[config.mk]
export PLATFORM = sky130hd
export DESIGN_NAME = dtsync_ctrl
export DESIGN_NICKNAME = d
export VERILOG_FILES = /design/src/rtl/dtsync_pkg.sv /design/src/rtl/dtsync_evt_sync.sv /design/src/rtl/dtsync_period_cnt.sv /design/src/rtl/dtsync_pend.sv /design/src/rtl/dtsync_ctrl.sv
export SDC_FILE = /design/constraint.sdc
export NUM_CORES = 1
export LEC_CHECK = 0
export ABC_AREA = 0
export BUFFER_PORTS_ARGS = -buffer_cell sky130_fd_sc_hd__buf_2
export CAP_MARGIN = 5
export CORE_ASPECT_RATIO = 0.9
export CORE_UTILIZATION = 46
export CTS_CLUSTER_SIZE = 12
export DETAILED_ROUTE_END_ITERATION = 16
export PLACE_DENSITY = 0.74
export SLEW_MARGIN = 30
export SYNTH_ARGS = -nofsm -noshare
export SYNTH_HDL_FRONTEND = slang
export SYNTH_SLANG_ARGS = --single-unit
[constraint.sdc]
create_clock -name clk -period 0.8 [get_ports clk]
set_input_delay 0.16 -clock clk [delete_from_list [all_inputs] [get_ports clk]]
set_output_delay 0.16 -clock clk [all_outputs]
set_load 0.005 [all_outputs]
[src/rtl/dtsync_pkg.sv]
package dtsync_pkg;

  // Kind of data trace message written to the queue.
  typedef enum logic {
    KIND_PLAIN = 1'b0,
    KIND_SYNC  = 1'b1
  } msg_kind_e;

  // Default number of plain messages allowed between two synchronized ones.
  localparam int unsigned DEF_PERIOD = 255;

  // Default depth of the event pin synchronizer.
  localparam int unsigned DEF_SYNC_STAGES = 2;

endpackage

[src/rtl/dtsync_evt_sync.sv]
module dtsync_evt_sync #(
  parameter int unsigned STAGES = dtsync_pkg::DEF_SYNC_STAGES
) (
  input  logic clk,
  input  logic rst_ni,
  input  logic evt_n,
  output logic evt_fall
);

  localparam int unsigned LAST = STAGES - 1;

  logic [LAST:0] sync_q;
  logic [LAST:0] sync_d;
  logic          prev_q;
  logic          prev_d;

  // Shift chain: stage 0 captures the pin, later stages re-register.
  generate
    for (genvar i = 0; i < STAGES; i++) begin : g_stage
      if (i == 0) begin : g_first
        assign sync_d[i] = evt_n;
      end else begin : g_next
        assign sync_d[i] = sync_q[i-1];
      end
    end
  endgenerate

  always_comb begin
    prev_d   = sync_q[LAST];
    evt_fall = prev_q & ~sync_q[LAST];
  end

  always_ff @(posedge clk or negedge rst_ni) begin
    if (!rst_ni) begin
      sync_q <= '1;
      prev_q <= 1'b1;
    end else begin
      sync_q <= sync_d;
      prev_q <= prev_d;
    end
  end

  // One transition yields a single-cycle request.
  assert_evt_single_R7: assert property (@(posedge clk) disable iff (!rst_ni)
    evt_fall |=> !evt_fall);

endmodule

[src/rtl/dtsync_period_cnt.sv]
module dtsync_period_cnt #(
  parameter int unsigned PERIOD = dtsync_pkg::DEF_PERIOD
) (
  input  logic clk,
  input  logic rst_ni,
  input  logic plain_emit,
  input  logic sync_emit,
  output logic hit
);

  localparam int unsigned CW = $clog2(PERIOD + 1);
  localparam logic [CW-1:0] LIMIT = CW'(PERIOD);

  logic [CW-1:0] cnt_q;
  logic [CW-1:0] cnt_d;
  logic          cnt_en;

  always_comb begin
    cnt_en = sync_emit | (plain_emit & (cnt_q != LIMIT));
    if (sync_emit) begin
      cnt_d = '0;
    end else begin
      cnt_d = cnt_q + 1'b1;
    end
    hit = (cnt_q == LIMIT);
  end

  always_ff @(posedge clk or negedge rst_ni) begin
    if (!rst_ni) begin
      cnt_q <= '0;
    end else if (cnt_en) begin
      cnt_q <= cnt_d;
    end
  end

  // Count never passes the period.
  assert_cnt_bound_R5: assert property (@(posedge clk) disable iff (!rst_ni)
    cnt_q <= LIMIT);

  // A reached period is never followed by a plain message.
  assert_hit_forces_R5: assert property (@(posedge clk) disable iff (!rst_ni)
    hit |-> !plain_emit);

  // Any sync message restarts the count.
  assert_cnt_clear_R6: assert property (@(posedge clk) disable iff (!rst_ni)
    sync_emit |=> (cnt_q == '0));

endmodule

[src/rtl/dtsync_pend.sv]
module dtsync_pend (
  input  logic clk,
  input  logic rst_ni,
  input  logic cause,
  input  logic lost,
  input  logic sync_emit,
  output logic force_sync
);

  logic pend_q;
  logic pend_d;

  always_comb begin
    force_sync = pend_q | cause;
    pend_d     = lost | (force_sync & ~sync_emit);
  end

  // Reset value 1: the first message after reset is synchronized.
  always_ff @(posedge clk or negedge rst_ni) begin
    if (!rst_ni) begin
      pend_q <= 1'b1;
    end else begin
      pend_q <= pend_d;
    end
  end

  // A dropped message leaves a pending sync.
  assert_lost_sets_R9: assert property (@(posedge clk) disable iff (!rst_ni)
    lost |=> pend_q);

  // Pending flag persists until a sync message leaves.
  assert_sticky_R10: assert property (@(posedge clk) disable iff (!rst_ni)
    (pend_q && !sync_emit) |=> pend_q);

  // Emitted sync with no new cause clears the flag.
  assert_clear_R10: assert property (@(posedge clk) disable iff (!rst_ni)
    (sync_emit && !lost) |=> !pend_q);

endmodule

[src/rtl/dtsync_ctrl.sv]
module dtsync_ctrl #(
  parameter int unsigned PERIOD      = dtsync_pkg::DEF_PERIOD,
  parameter int unsigned SYNC_STAGES = dtsync_pkg::DEF_SYNC_STAGES
) (
  input  logic clk,
  input  logic rst_n,
  input  logic trace_en,
  input  logic mod_en,
  input  logic evt_ctl_en,
  input  logic evt_n,
  input  logic lpdbg_exit,
  input  logic ovr_recover,
  input  logic acc_vld,
  input  logic acc_secure,
  input  logic acc_collide,
  output logic msg_vld,
  output logic msg_sync,
  output logic msg_drop
);

  import dtsync_pkg::*;

  // Reset: asserted asynchronously, released on a clock edge.
  logic [1:0] rst_sync_q;
  logic       rst_ni;

  always_ff @(posedge clk or negedge rst_n) begin
    if (!rst_n) begin
      rst_sync_q <= 2'b00;
    end else begin
      rst_sync_q <= {rst_sync_q[0], 1'b1};
    end
  end

  assign rst_ni = rst_sync_q[1];

  // Enable edge tracking.
  logic trace_q;
  logic trace_d;
  logic trace_rise;

  // Sub-block interconnect.
  logic      evt_fall;
  logic      evt_req;
  logic      cause;
  logic      force_sync;
  logic      period_hit;
  logic      acc_live;
  logic      emit;
  logic      lost;
  logic      sync_now;
  logic      sync_emit;
  logic      plain_emit;
  msg_kind_e kind;

  // Registered outputs.
  logic vld_q, vld_d;
  logic sync_q, sync_d;
  logic drop_q, drop_d;

  dtsync_evt_sync #(
    .STAGES (SYNC_STAGES)
  ) u_evt (
    .clk      (clk),
    .rst_ni   (rst_ni),
    .evt_n    (evt_n),
    .evt_fall (evt_fall)
  );

  dtsync_pend u_pend (
    .clk        (clk),
    .rst_ni     (rst_ni),
    .cause      (cause),
    .lost       (lost),
    .sync_emit  (sync_emit),
    .force_sync (force_sync)
  );

  dtsync_period_cnt #(
    .PERIOD (PERIOD)
  ) u_cnt (
    .clk        (clk),
    .rst_ni     (rst_ni),
    .plain_emit (plain_emit),
    .sync_emit  (sync_emit),
    .hit        (period_hit)
  );

  always_comb begin
    trace_d    = trace_en;
    trace_rise = trace_en & ~trace_q;
    evt_req    = evt_fall & mod_en & trace_en & evt_ctl_en;
    cause      = trace_rise | lpdbg_exit | ovr_recover | evt_req;

    acc_live   = acc_vld & trace_en;
    lost       = acc_live & (acc_secure | acc_collide);
    emit       = acc_live & ~acc_secure & ~acc_collide;

    sync_now   = force_sync | period_hit;
    kind       = sync_now ? KIND_SYNC : KIND_PLAIN;
    sync_emit  = emit & (kind == KIND_SYNC);
    plain_emit = emit & (kind == KIND_PLAIN);

    vld_d      = emit;
    sync_d     = sync_emit;
    drop_d     = lost;
  end

  always_ff @(posedge clk or negedge rst_ni) begin
    if (!rst_ni) begin
      trace_q <= 1'b0;
      vld_q   <= 1'b0;
      sync_q  <= 1'b0;
      drop_q  <= 1'b0;
    end else begin
      trace_q <= trace_d;
      vld_q   <= vld_d;
      sync_q  <= sync_d;
      drop_q  <= drop_d;
    end
  end

  assign msg_vld  = vld_q;
  assign msg_sync = sync_q;
  assign msg_drop = drop_q;

  // Emission and drop are exclusive.
  assert_excl_R11: assert property (@(posedge clk) disable iff (!rst_ni)
    !(msg_vld && msg_drop));

  // Sync kind only accompanies an emitted message.
  assert_sync_valid_R11: assert property (@(posedge clk) disable iff (!rst_ni)
    msg_sync |-> msg_vld);

  // Without trace enabled nothing leaves the block.
  assert_quiet_off_R2: assert property (@(posedge clk) disable iff (!rst_ni)
    !trace_en |=> (!msg_vld && !msg_drop));

  // A secure access never yields a message.
  assert_secure_drop_R8: assert property (@(posedge clk) disable iff (!rst_ni)
    (acc_vld && trace_en && acc_secure) |=> (msg_drop && !msg_vld));

endmodule

### Word-level counts from Yosys, hierarchy flattened

Index checks and enable logic that the tools add are counted.

* bitwise logic cells: 27
* equal/unequal tests: 2
* mux-type cells: 2
* add/sub/neg operators: 1

Operator list (count)
* 1-bit AND: 13
* 8-bit by 1-bit adder with 8-bit output (second input constant): 1
* 8-bit equality test (second input constant): 1
* 8-bit two-way mux: 1
* 8-bit != test (second input constant): 1
* 1-bit bitwise OR: 8
* 1-bit inverter: 6
* 1-bit two-way mux: 1

* word-level logic and storage cells: 41
* input bits: 11
* register bits: 18

### Logic depth before layout (Yosys ltp)

Gate-level depths: netlist (run 1).

* depth after elaboration: 13
* gate-level depth with buffers: 5
* gate-level depth less buffers: 5

### By module

A second synthesis (run 1) with hierarchy kept.

* cell total of the unflattened synthesis: 73
* area, all modules: 838.3 um2

By module, submodules not included
* dtsync_period_cnt: instances 1, sequential area each 200.2 um2, cells an instance 47, area an instance 474.2 um2
* dtsync_ctrl: instances 1, sequential area each 150.1 um2, cells an instance 18, area an instance 225.2 um2
* dtsync_evt_sync: instances 1, sequential area each 78.8 um2, cells an instance 4, area an instance 92.6 um2
* dtsync_pend: instances 1, sequential area each 26.3 um2, cells an instance 4, area an instance 46.3 um2

### Worst setup path after synthesis (run 1)

OpenSTA, ideal clock, no wires.

* kind: flip-flop to flip-flop
* start point: reg u_cnt.cnt_q[0]
* end point: reg sync_q, in the netlist msg_sync
* slack: -0.509 ns
* setup time: 0.119 ns
* required time: 0.681 ns
* stages on the path, launching flop included: 6
* arrival time: 1.189 ns
* clock period less this slack: 1.309 ns
* cells stage by stage: dfrtp_1 ha_1 nand3_1 nor2_1 a31o_4 and2_1

* longest elaborated chain between the ends: 4

RTL lines
* start, declared: line dtsync_period_cnt.sv:14 `logic [CW-1:0] cnt_q;`
* start signal, assigned: line dtsync_period_cnt.sv:32 `cnt_q <= cnt_d;`
* 8-bit equality test: line dtsync_period_cnt.sv:25 `hit = (cnt_q == LIMIT);`
* 1-bit bitwise OR: line dtsync_ctrl.sv:99 `sync_now = force_sync | period_hit;`
* 1-bit two-way mux: line dtsync_ctrl.sv:100 `kind = sync_now ? KIND_SYNC : KIND_PLAIN;`
* 1-bit AND: line dtsync_ctrl.sv:101 `sync_emit = emit & (kind == KIND_SYNC);`
* via sync_d: line dtsync_ctrl.sv:58 `logic sync_q, sync_d;`
* end signal, assigned: line dtsync_ctrl.sv:118 `sync_q <= sync_d;`
* end, declared: line dtsync_ctrl.sv:58

The timed path passes the listed nets, and every way through them passes these cells.
A chain may end at the register's enable or synchronous reset.

### Worst setup path in the final report (run 1)

* start point: reg u_evt.sync_q[1]
* end point: reg sync_q, in the netlist msg_sync

* longest elaborated chain between the ends: 10

RTL lines
* start, declared: line dtsync_evt_sync.sv:12 `logic [LAST:0] sync_q;`
* start signal, assigned: line dtsync_evt_sync.sv:38 `sync_q <= sync_d;`
* 1-bit inverter: line dtsync_evt_sync.sv:30 `evt_fall = prev_q & ~sync_q[LAST];`
* 1-bit AND: line dtsync_evt_sync.sv:30
* 1-bit AND (3 in a row): line dtsync_ctrl.sv:92 `evt_req = evt_fall & mod_en & trace_en & evt_ctl_en;`
* 1-bit bitwise OR: line dtsync_ctrl.sv:93 `cause = trace_rise | lpdbg_exit | ovr_recover | evt_req;`
* 1-bit bitwise OR: line dtsync_pend.sv:14 `force_sync = pend_q | cause;`
* 1-bit bitwise OR: line dtsync_ctrl.sv:99
* 1-bit two-way mux: line dtsync_ctrl.sv:100
* 1-bit AND: line dtsync_ctrl.sv:101
* via sync_d: line dtsync_ctrl.sv:58

The timed path passes the listed nets, and every way through them passes these cells.

==> impl_metrics.csv, run 1 <==
group,metric,value,unit
status,status,"finished with violations",
status,violations,"setup timing",
placed_design,place_inst,114,
placed_design,place_area,982,um2
cts,cts_setup_buffers,0,
route,antenna_left,0,
route,wl_per_cell,12.2,um
timing,skew,0.00295,ns
floorplan,row_count,13,
timing,rsz0062_at_grt,"true",
route,vias_per_cell,4.97,
power,power_leakage,0.510,nW
placed_design,numPortBuffers,13,
power,pwr-share-clk,33.6,%
final_layout,layout.nets,111,
logic_synthesis,yosys.area_share.adder,1.64,%
critical_path,crit_arrival,1.49,ns
route,wl,1.47,mm
final_layout,multi_input_area,339,um2
final_layout,area_growth,40.1,%
logic_synthesis,syn-num-nets,76,
final_layout,top_regs,"u_cnt.cnt_q x8, rst_sync_q x2, u_evt.sync_q x2",
route,post-route-drc-count,0,
critical_path,startpoint_type,"flip-flop",
global_route,grt_usage,20.4,%
final_layout,regMostFlops,"u_cnt.cnt_q",
global_route,gr-total-overflow,0,
global_route,antenna_found_initial,0,
timing,fin_crit_sh,162,%
cts,cts_tree,"done",
critical_path,critPathKind,"reg -> reg",
floorplan,die-height,40.7,um
route,vias,596,
placed_design,place_congestion,0.737,
final_layout,final_common_cell,"buf_4",
route,firstDrtPassIters,4,
cts,cts-root-buf,"clkbuf_4",
logic_synthesis,synthMuxAreaShare,0,%
flow_run,drv_cap,0,
logic_synthesis,synth_cells,64,
cts,clk_path_buf_depth,2,
global_route,first_global_vias,580,
power,p_per_area,1510,nW/um2
logic_synthesis,ys_ff_latch,18,
power,power.net_switching,0.332,mW
cts,clock_sinks,18,
route,drtIter0Drc,5,
min_path,worstHoldPathType,"in -> reg",
logic_synthesis,synth_compound_area_share,14.1,%
timing,finalSetupViolations,13,
logic_synthesis,synth_xor_area_share,3.44,%
power,vdd_ir_drop_max,1.13,mV
logic_synthesis,async_flop_share,100,%
logic_synthesis,seq_area_frac_synth,59.6,%
cts,cts_made_buffers,3,
critical_path,path_max_fanout,7,
final_layout,drive_above_1_share,52.0,%
min_path,min_path_cells,1,
floorplan,io_pins,14,
power,p_comb_share,7.6,%
floorplan,die_area,1830,um2
timing,fin_ws,-0.499,ns
logic_synthesis,ys.flop_type,"dfrtp_1",
critical_path,rr_worst_depth,4,
timing,period_minus_slack,1.30,ns
critical_path,cp-end-kind,"flip-flop",
logic_synthesis,syn_area_per_cell,11.9,um2
final_layout,largest_reg_flops,8,
global_route,grt_pass1_wl,2.42,mm
timing,max_freq,770,MHz
critical_path,worstPathRequired,0.99,ns
timing,maxSlewViolCount,0,
final_layout,antenna_cells,0,
cts,path_clk_slew,0.09,ns
timing,setup-tns-final,-4.82,ns
power,switching_share,20.6,%
floorplan,core_area,1500,um2
cts,clk_latency,0.29,ns
logic_synthesis,synth_simple_gate_area_share,18.8,%
final_layout,final_util,71.6,%
floorplan,fp.dieW,45.0,um
final_layout,stdcell_count,120,
final_layout,seq_area,455,um2
logic_synthesis,synth_edf_count,0,
global_route,grt_max_degree,17,
final_layout,fillers,122,
power,seqPwrFrac,58.8,%
power,internal_power,1.28,mW
floorplan,start_util,51.1,%
placed_design,dp_hpwl,1.06,mm
logic_synthesis,synth_top_family_by_area,"simple AND/OR/NAND/NOR gates",
logic_synthesis,ys.warnings.count,0,
cts,htree_levels,1,
logic_synthesis,syn_area,764,um2
timing,hold_viol,0,
final_layout,final_cell_mix,"16 x buf_4, 14 x dfrtp_1, 13 x buf_2",
final_layout,fin_area,1070,um2
logic_synthesis,synthDistinctLibCells,28,
power groups by stage:
stage / combinational, mW / sequential (mW) / clock (mW)
2_1_floorplan: 0.0306 / 0.974 / 0
3_3_place_gp: 0.107 / 0.964 / 0
3_5_place_dp: 0.109 / 0.965 / 0
4_1_cts: 0.121 / 0.948 / 0.570
5_1_grt: 0.134 / 0.951 / 0.612
6_report: 0.122 / 0.948 / 0.542
synth_stat cells, types with 2 or more instances:
cell type | count | share of area [%]
nand3_1 | 3 | 2.0
nor3_1 | 2 | 1.3
o2bb2ai_1 | 2 | 2.3
nor2_1 | 3 | 1.5
dfstp_2 | 4 | 14
nand2_1 | 6 | 2.9
xor2_1 | 3 | 3.4
o21ai_0 | 4 | 2.6
dfrtp_1 | 14 | 46
a21oi_1 | 5 | 3.3
cell families (layout without fill, tap and decap cells):
| logic type | count (synthesis) | after routing |
|---|---|---|
| flip-flops | 18 | 18 |
| other | 1 | 1 |
| AND/OR/NAND/NOR | 23 | 23 |
| adder cells (fa/ha/maj) | 1 | 1 |
| XOR/XNOR | 3 | 3 |
| buffers and inverters | 3 | 37 |
| AO/OA/AOI/OAI | 15 | 15 |
worst max-delay path, stage by stage (launching register included):
cell      delay (ns)
dfstp_2         0.54
nand4b_1        0.15
o211ai_4        0.11
a31o_4          0.26
and2_4          0.14
per-stage QoR:
step | hold slack, ns | setup slack [ns] | power (mW)
after floorplan | -0.136 | -0.439 | 1.01
after global placement | -0.0556 | -0.470 | 1.07
after detailed placement | -0.0531 | -0.533 | 1.07
after CTS | 0.0384 | -0.497 | 1.64
after global routing | 0.0258 | -0.538 | 1.70
final | 0.0464 | -0.499 | 1.61
final cells by class:
type,count,area share [%]
Sequential cell,18,42.5
Tap cell,22,2.57
Multi-Input combinational cell,43,31.7
Timing Repair Buffer,31,19.2
Inverter,2,0.701
Clock buffer,4,3.39
path summary, 6_finish.rpt:
check | startpoint | end | slack [ns]
min in group asynchronous | rst_n | rst_sync_q[1] | 0.17
hold reg to reg | rst_sync_q[1] | msg_drop | 0.20
setup / recovery | u_evt.sync_q[1] | msg_sync | -0.50
max in group asynchronous | rst_sync_q[1] | u_pend.pend_q | 0.36
setup reg to reg | u_evt.sync_q[1] | msg_sync | -0.50
hold / removal | trace_en | trace_q | 0.05
repair_timing:
| action | CTS | global route |
|---|---|---|
| gates cloned | 0 | 0 |
| hold buffers | 2 | 0 |
| pin swaps | 2 | 1 |
| setup endpoints to repair | 13 | 13 |
| hold endpoints to repair | 3 | 0 |
| resized for setup | 6 | 5 |
metal layers:
layer / vias up / global-route usage [%] / part of all wire (%)
li1: 293 / - / -
met1: 292 / 23.0 / 43
met2: 9 / 34.8 / 51
met3: 2 / 7.93 / 4.7
met4: 0 / 9.09 / 0.89
met5: - / 0 / 0
Note: power is estimated with default switching activity, not from simulation.
==> run 2: changes to the inputs <==
Settings changed: CORE_UTILIZATION 46 to 40, PLACE_DENSITY 0.74 to 0.66.
==> impl_metrics.csv, run 2 (synthesized netlist as in run 1, its figures left out) <==
group,metric,value,unit
critical_path,path_buf_inv,0,
final_layout,largest_reg_flops,8,
cts,cts-root-buf,"clkbuf_4",
timing,max_freq,773,MHz
cts,cts_made_buffers,3,
critical_path,path_max_fanout,7,
floorplan,start_util,44.1,%
critical_path,cp_cell_sequence,"nand4b_1, o211ai_4, a31o_4, and2_1",
floorplan,core_area,1730,um2
route,drtIter0Drc,10,
route,post-route-drc-count,0,
timing,finalSetupViolations,13,
route,antenna_left,0,
final_layout,drive_above_1_share,51.5,%
route,wl_per_cell,11.8,um
global_route,grt_pass1_wl,2.44,mm
cts,cts_tree,"done",
final_layout,final_util,62.9,%
timing,setup-tns-final,-4.96,ns
timing,period_minus_slack,1.29,ns
min_path,worstHoldPathType,"in -> reg",
route,vias,612,
power,seqPwrFrac,58.3,%
timing,rsz0062_at_grt,"true",
global_route,first_global_vias,572,
power,internal_power,1.28,mW
timing,hold_viol,0,
floorplan,row_count,14,
placed_design,numPortBuffers,13,
power,power.net_switching,0.342,mW
global_route,grt_max_degree,17,
critical_path,crit_arrival,1.48,ns
final_layout,regMostFlops,"u_cnt.cnt_q",
status,violations,"setup timing",
critical_path,startpoint_type,"flip-flop",
final_layout,final_common_cell,"buf_4",
timing,fin_crit_sh,162,%
cts,htree_levels,1,
power,finalPower,1.63,mW
critical_path,worstPathRequired,0.99,ns
final_layout,stdcell_count,125,
cts,clock_sinks,18,
final_layout,fin_area,1090,um2
power,p_comb_share,7.9,%
timing,fin_ws,-0.494,ns
placed_design,dp_slack,-0.510,ns
critical_path,critPathTopFamily,"flip-flops",
critical_path,crit_slowest_cell,"dfstp_2",
placed_design,place_congestion,0.742,
cts,path_clk_slew,0.10,ns
critical_path,cp-end-kind,"flip-flop",
placed_design,dp_hpwl,1.04,mm
global_route,grt_usage,16.7,%
timing,skew,0.00243,ns
route,wl,1.47,mm
cts,clk_latency,0.28,ns
power,p_per_area,1490,nW/um2
flow_run,drv_cap,0,
cts,clk_path_buf_depth,2,
route,firstDrtPassIters,4,
global_route,antenna_found_initial,0,
power,power_leakage,0.527,nW
final_layout,top_regs,"u_cnt.cnt_q x8, rst_sync_q x2, u_evt.sync_q x2",
status,status,"finished with violations",
final_layout,final_cell_mix,"18 x buf_4, 14 x dfrtp_1, 13 x buf_2",
floorplan,die_area,2090,um2
floorplan,fp.dieW,48.1,um
timing,hold_ws,0.0574,ns
global_route,gr-total-overflow,0,
final_layout,fillers,143,
floorplan,die-height,43.5,um
final_layout,layout.nets,114,
power,switching_share,21.1,%
floorplan,io_pins,14,
placed_design,place_inst,117,
power,pwr-share-clk,33.9,%
power,vdd_ir_drop_max,0.871,mV
final_layout,area_growth,42.7,%
final_layout,antenna_cells,0,
route,vias_per_cell,4.90,
critical_path,max_stage_delay,0.54,ns
placed_design,place_area,992,um2
critical_path,critPathKind,"reg -> reg",
timing,maxSlewViolCount,0,
run 2: power by group through the flow:
stage,sequential [mW],clock [mW],combinational [mW]
6_report,0.947,0.550,0.128
4_1_cts,0.947,0.564,0.124
5_1_grt,0.950,0.598,0.142
2_1_floorplan,0.974,0,0.0306
3_5_place_dp,0.964,0,0.110
3_3_place_gp,0.963,0,0.109
run 2: per-layer routing:
metal	wire length [um]	up-vias	track usage, %
met4	0	0	3.33
met2	731	12	26.8
li1	-	300	-
met5	0	-	0
met1	685	300	23.1
met3	56	0	3.75
run 2: repair_timing:
action                     in CTS  in global routing
hold endpoints to repair        3                  0
hold buffers                    2                  0
resized for setup               8                  2
buffers inserted                1                  1
cloned                          0                  0
pin swaps                       2                  0
setup endpoints to repair      13                 13
run 2: worst paths after layout:
kind | end | cells past startpoint | start | slack [ns]
setup / recovery | msg_sync | 4 | u_evt.sync_q[1] | -0.49
hold / removal | trace_q | 1 | trace_en | 0.06
setup reg to reg | msg_sync | 4 | u_evt.sync_q[1] | -0.49
hold reg to reg | u_cnt.cnt_q[5] | 1 | rst_sync_q[1] | 0.18
max in group asynchronous | u_pend.pend_q | 1 | rst_sync_q[1] | 0.38
min in group asynchronous | u_cnt.cnt_q[5] | 1 | rst_sync_q[1] | 0.18
run 2: area by class of cell:
cell class	instances	area (um2)	share of cell area, %
flip-flops and latches	18	455	41.7
multi-input cells	43	330	30.3
repair buffers	34	231	21.2
clock buffers	4	36.3	3.33
well taps	24	30.0	2.75
inverters	2	7.51	0.688
